$ cat src/rtl/rs_pkg.sv
`timescale 1ns/1ps
package rs_pkg;
  localparam int ENTRIES = 4;
  localparam int SRCS    = 2;
  localparam int DATA_W  = 32;
  localparam int TAG_W   = 4;
  localparam int OP_W    = 4;
  localparam int IDX_W   = $clog2(ENTRIES);
  localparam int SID_W   = TAG_W - IDX_W;

  // strobes from control to datapath
  typedef struct packed {
    logic [ENTRIES-1:0] allocMask;  // one-hot slot written by dispatch
    logic [ENTRIES-1:0] freeMask;   // one-hot slot handed to the unit
    logic [IDX_W-1:0]   selIdx;     // slot currently offered
  } rsStrobe_t;
endpackage

$ cat src/rtl/rs_ctrl.sv
`timescale 1ns/1ps
module rs_ctrl
  import rs_pkg::*;
(
  input  logic               clk,
  input  logic               rstN,
  input  logic               dispValid,
  input  logic               issueReady,
  input  logic [ENTRIES-1:0] entRdy,
  output logic               full,
  output logic               issueValid,
  output rsStrobe_t          strb
);
  logic [ENTRIES-1:0] occ;
  logic [ENTRIES-1:0] ageM [ENTRIES];  // ageM[i][j]: slot i allocated before slot j
  logic [ENTRIES-1:0] allocMask;
  logic [ENTRIES-1:0] readyVec;
  logic [ENTRIES-1:0] pick;
  logic [ENTRIES-1:0] freeMask;
  logic [IDX_W-1:0]   selIdx;

  assign full     = &occ;
  assign readyVec = occ & entRdy;

  // lowest free slot wins allocation
  always_comb begin
    allocMask = '0;
    for (int i = ENTRIES - 1; i >= 0; i--) begin
      if (!occ[i]) begin
        allocMask    = '0;
        allocMask[i] = 1'b1;
      end
    end
    if (!dispValid || full) allocMask = '0;
  end

  // oldest ready slot: no other ready slot is older
  always_comb begin
    for (int i = 0; i < ENTRIES; i++) begin
      pick[i] = readyVec[i];
      for (int j = 0; j < ENTRIES; j++) begin
        if (j != i && readyVec[j] && ageM[j][i]) pick[i] = 1'b0;
      end
    end
  end

  always_comb begin
    selIdx = '0;
    for (int i = 0; i < ENTRIES; i++) begin
      if (pick[i]) selIdx = IDX_W'(i);
    end
  end

  assign issueValid = |pick;
  assign freeMask   = pick & {ENTRIES{issueReady}};

  always_ff @(posedge clk or negedge rstN) begin
    if (!rstN) begin
      occ <= '0;
      for (int k = 0; k < ENTRIES; k++) ageM[k] <= '0;
    end else begin
      occ <= (occ & ~freeMask) | allocMask;
      for (int k = 0; k < ENTRIES; k++) begin
        if (allocMask[k]) begin
          for (int j = 0; j < ENTRIES; j++) begin
            ageM[j][k] <= occ[j] & ~freeMask[j];
            ageM[k][j] <= 1'b0;
          end
        end
      end
    end
  end

  assign strb.allocMask = allocMask;
  assign strb.freeMask  = freeMask;
  assign strb.selIdx    = selIdx;
endmodule

$ cat src/rtl/rs_data.sv
`timescale 1ns/1ps
module rs_data
  import rs_pkg::*;
#(
  parameter int STATION_ID = 1
) (
  input  logic                   clk,
  input  logic                   rstN,
  input  rsStrobe_t              strb,
  input  logic [OP_W-1:0]        dispOp,
  input  logic [SRCS-1:0]        dispRdy,
  input  logic [SRCS*DATA_W-1:0] dispData,
  input  logic [SRCS*TAG_W-1:0]  dispTag,
  input  logic                   cdbValid,
  input  logic [TAG_W-1:0]       cdbTag,
  input  logic [DATA_W-1:0]      cdbData,
  output logic [ENTRIES-1:0]     entRdy,
  output logic [OP_W-1:0]        issueOp,
  output logic [SRCS*DATA_W-1:0] issueData,
  output logic [TAG_W-1:0]       issueTag
);
  logic [OP_W-1:0]   opQ [ENTRIES];
  logic [SRCS-1:0]   vQ  [ENTRIES];
  logic [DATA_W-1:0] dQ  [ENTRIES][SRCS];
  logic [TAG_W-1:0]  tQ  [ENTRIES][SRCS];

  always_ff @(posedge clk or negedge rstN) begin
    if (!rstN) begin
      for (int e = 0; e < ENTRIES; e++) begin
        opQ[e] <= '0;
        vQ[e]  <= '0;
        for (int s = 0; s < SRCS; s++) begin
          dQ[e][s] <= '0;
          tQ[e][s] <= '0;
        end
      end
    end else begin
      for (int e = 0; e < ENTRIES; e++) begin
        if (strb.allocMask[e]) opQ[e] <= dispOp;
        for (int s = 0; s < SRCS; s++) begin
          if (strb.allocMask[e]) begin
            if (dispRdy[s]) begin
              vQ[e][s] <= 1'b1;
              dQ[e][s] <= dispData[s*DATA_W +: DATA_W];
            end else if (cdbValid && cdbTag == dispTag[s*TAG_W +: TAG_W]) begin
              vQ[e][s] <= 1'b1;             // bypass of a coincident broadcast
              dQ[e][s] <= cdbData;
            end else begin
              vQ[e][s] <= 1'b0;
              tQ[e][s] <= dispTag[s*TAG_W +: TAG_W];
            end
          end else if (!vQ[e][s] && cdbValid && cdbTag == tQ[e][s]) begin
            vQ[e][s] <= 1'b1;
            dQ[e][s] <= cdbData;
          end
        end
      end
    end
  end

  always_comb begin
    for (int e = 0; e < ENTRIES; e++) entRdy[e] = &vQ[e];
  end

  assign issueOp = opQ[strb.selIdx];

  always_comb begin
    for (int s = 0; s < SRCS; s++) issueData[s*DATA_W +: DATA_W] = dQ[strb.selIdx][s];
  end

  assign issueTag = {SID_W'(STATION_ID), strb.selIdx};
endmodule

$ cat src/rtl/rs_station.sv
`timescale 1ns/1ps
module rs_station
  import rs_pkg::*;
#(
  parameter int STATION_ID = 1
) (
  input  logic                   clk,
  input  logic                   rstN,
  input  logic                   dispValid,
  input  logic [OP_W-1:0]        dispOp,
  input  logic [SRCS-1:0]        dispRdy,
  input  logic [SRCS*DATA_W-1:0] dispData,
  input  logic [SRCS*TAG_W-1:0]  dispTag,
  output logic                   full,
  input  logic                   cdbValid,
  input  logic [TAG_W-1:0]       cdbTag,
  input  logic [DATA_W-1:0]      cdbData,
  output logic                   issueValid,
  input  logic                   issueReady,
  output logic [OP_W-1:0]        issueOp,
  output logic [SRCS*DATA_W-1:0] issueData,
  output logic [TAG_W-1:0]       issueTag
);
  rsStrobe_t          strb;
  logic [ENTRIES-1:0] entRdy;

  rs_ctrl u_ctrl (
    .clk        (clk),
    .rstN       (rstN),
    .dispValid  (dispValid),
    .issueReady (issueReady),
    .entRdy     (entRdy),
    .full       (full),
    .issueValid (issueValid),
    .strb       (strb)
  );

  rs_data #(.STATION_ID(STATION_ID)) u_data (
    .clk       (clk),
    .rstN      (rstN),
    .strb      (strb),
    .dispOp    (dispOp),
    .dispRdy   (dispRdy),
    .dispData  (dispData),
    .dispTag   (dispTag),
    .cdbValid  (cdbValid),
    .cdbTag    (cdbTag),
    .cdbData   (cdbData),
    .entRdy    (entRdy),
    .issueOp   (issueOp),
    .issueData (issueData),
    .issueTag  (issueTag)
  );
endmodule

$ cat config.mk
export PLATFORM = sky130hd
export DESIGN_NAME = rs_station
export DESIGN_NICKNAME = d
export VERILOG_FILES = /design/src/rtl/rs_pkg.sv /design/src/rtl/rs_ctrl.sv /design/src/rtl/rs_data.sv /design/src/rtl/rs_station.sv
export SDC_FILE = /design/constraint.sdc
export NUM_CORES = 1
export LEC_CHECK = 0
export ABC_CLOCK_PERIOD_IN_PS = 3400
export BUFFER_PORTS_ARGS = -buffer_cell sky130_fd_sc_hd__buf_2
export CORE_MARGIN = 8
export CORE_UTILIZATION = 50
export CTS_CLUSTER_DIAMETER = 60
export CTS_CLUSTER_SIZE = 20
export DETAILED_ROUTE_END_ITERATION = 10
export PLACE_DENSITY = 0.7
export RECOVER_POWER = 50
export SLEW_MARGIN = 0
export SYNTH_ARGS = -nofsm -noshare
export SYNTH_HDL_FRONTEND = slang
export SYNTH_HIERARCHICAL = 1
export SYNTH_SLANG_ARGS = --single-unit
$ cat constraint.sdc
create_clock -name clk -period 3.4 [get_ports clk]
set_input_delay 0.68 -clock clk [delete_from_list [all_inputs] [get_ports clk]]
set_output_delay 0.68 -clock clk [all_outputs]
set_load 0.005 [all_outputs]
==> results.md <==
* Root buffer cell: clkbuf_16
* Worst-path cell chain: and2_4 -> and2_4 -> a32oi_2 -> nand4_1 -> o21ai_4 -> buf_6 -> buf_16 -> mux4_2 -> buf_2
* DP Area at between 0.015 and 0.02 sq mm
* Post-Route WL at slightly below 50000 um
* Max Slew Vio Count at 95
* Final GP Congestion at 0.904
* GRT Total Usage at between 20% and 30%
* Die H at 204 um
* Final Skew at about 0.019 ns
* Final net count at 1561
* CTS Buffer Depth at 3
* Rel. slew slack at -61.7%
* DIE WIDTH at about 200 um
* CTS tree: built
* Worst Tran Pin Value at 2.43 ns
* Antenna violations before repair at 6
* Site Rows at roughly 70
* Worst-path clk slew at ~0.070 ns
* Hold slack at between 0.4 and 0.5 ns
* Layout cells sized above 1 at 66.3%
* CTS HTree Levels at 2
* GRT overflow at 0
* Min cycle time layout at between 3 and 4 ns
* Die area at between 0.04 and 0.05 sq mm
* Clock Sinks at 328
* Place WS at around 0.22 ns
* Static leakage at between 9 and 10 nW
* Critical-path top delay cell: mux4_2
* I/O pin cnt at roughly 190
* Max incr delay on CP at ~0.54 ns
* Final setup TNS at -8.59 ns
* Number of global-route vias before repair at approximately 12000
* Total CTS buffers at 34
* Mapped Nets at 1352
* Largest net degree at the start of global routing at 95
* Worst-Skew Late Latency at between 0.5 and 0.6 ns
* Final Non-Filler Cells at between 1500 and 2000
* Final period utilization at 105%
* CP Max Fanout at 10
* Core Box Area at approximately 0.035 sq mm
* Design Area, Final at 0.0209 sq mm
* Post-Syn Instances at around 1200
* Fin util at roughly three fifths
* Fmax achieved at approximately 280 MHz
* Number of routed nets with antenna violations at 0
* CP most frequent cell: and2_4
* Hold Crit Class: in -> reg
* DR vias at between 10000 and 15000
* Syn_area_per_cell at around 14 sq um
* Critical path type: reg -> out
* Crit path launch type: flip-flop
* DRT Pass-1 Iters at 5
* Final Power at roughly 21 mW
* Starting Density at 50.3%
* DR iter-0 viols at between 600 and 700
* Final setup viols at between 60 and 70
* Port bufs at 190
* DRC errors left at 0
* Drt via density at roughly 5.9
* Critical Path End Type: output port
* Max-Cap Viols at 1
* HPWL Detailed at around 30000 um
* First-pass GRT wire length at around 74000 um
* Status: complete, but fails checks
* Post-Syn Area at 0.0178 sq mm
* CP Data Required Time at about 2.7 ns
* WP data arrival at 2.90 ns
* Area Overhead vs Synth at 17.9%
* P per Cell Area at about 1000 mW/mm^2
* Fin worst setup slack at -0.182 ns
* Synthesis Warnings at 6
* Routed WL per cell at about 25 um
* Worst VDD drop at approximately 0.67 mV
* RSZ-0062 raised after global routing: true
* Placed insts at approximately 1800
* Hold Fails Final Rpt at 0
* Failing checks: capacitance limit, slew limit, setup timing
[worst paths after layout]
check | start | end | slack [ns] | cells after the start
setup / recovery | u_data/vQ[0] | issueData[60] | -0.18 | 9
min in group asynchronous | rstN | u_data/dQ[30] | 0.91 | 1
setup reg to reg | u_ctrl/occ[0] | u_data/dQ[71] | 0.81 | 8
max in group asynchronous | rstN | u_data/dQ[57] | 0.49 | 2
hold reg to reg | u_data/dQ[107] | u_data/dQ[107] | 0.49 | 1
hold / removal | dispOp[3] | u_data/opQ[15] | 0.44 | 2
[layout make-up]
type	instances	area [sq um]
antenna	1	2.50
clock buffer	38	907
clock inverter	22	226
fill	2775	14400
inverter	14	52.6
multi-input combinational	807	9160
sequential	328	8210
tap	461	577
timing repair buffer	257	1800
[state kept, by name, indices dropped and copies added, names as in the netlist]
name         flops
u_ctrl/occ       4
u_ctrl/ageM     12
u_data/dQ      256
u_data/vQ        8
u_data/tQ       32
u_data/opQ      16
[worst max-delay path: cells and delay by family, from the launching register on]
kind                   cells  cell delay (ns)
DFF                        1             0.39
buffers and inverters      3             0.53
muxes                      1             0.54
AOI/OAI and AO/OA          2             0.42
and+or+nand+nor            3             0.49
[metal layers]
| layer | part of all wire (%) | GRT usage, % | vias to the layer above |
|---|---|---|---|
| li1 | - | - | 5014 |
| met1 | 43 | 29.8 | 5926 |
| met2 | 49 | 38.0 | 314 |
| met3 | 5.2 | 4.20 | 90 |
| met4 | 3.2 | 7.41 | 10 |
| met5 | 0.13 | 0 | - |
[timing repair]
item	in CTS	in global routing
cloned	5	3
hold buffers	0	0
buffers inserted	8	3
pin swaps	6	2
setup endpoints to repair	68	69
gates resized for setup	22	8
[cells in the final DEF (no fill, tap or decap), types with 7 or more instances in the layout]
master / instances
buf_12: 10
buf_2: 182
buf_4: 37
buf_6: 10
clkbuf_16: 38
dfrtp_1: 328
inv_1: 14
mux2_2: 545
mux2_4: 10
mux4_2: 68
nand2_1: 22
nand2_2: 8
nand3_1: 22
nand4_1: 7
nor2_1: 10
o21ai_0: 11
xnor2_1: 13
xor2_1: 27
[power breakdown]
group | total, mW | internal (mW) | switching [mW]
sequential | 6.92 | 5.87 | 1.05
clock | 3.79 | 2.07 | 1.72
combinational | 10.2 | 5.93 | 4.24
total | 20.9 | 13.9 | 7.01
No activity file was read; power rests on OpenSTA's default activity.
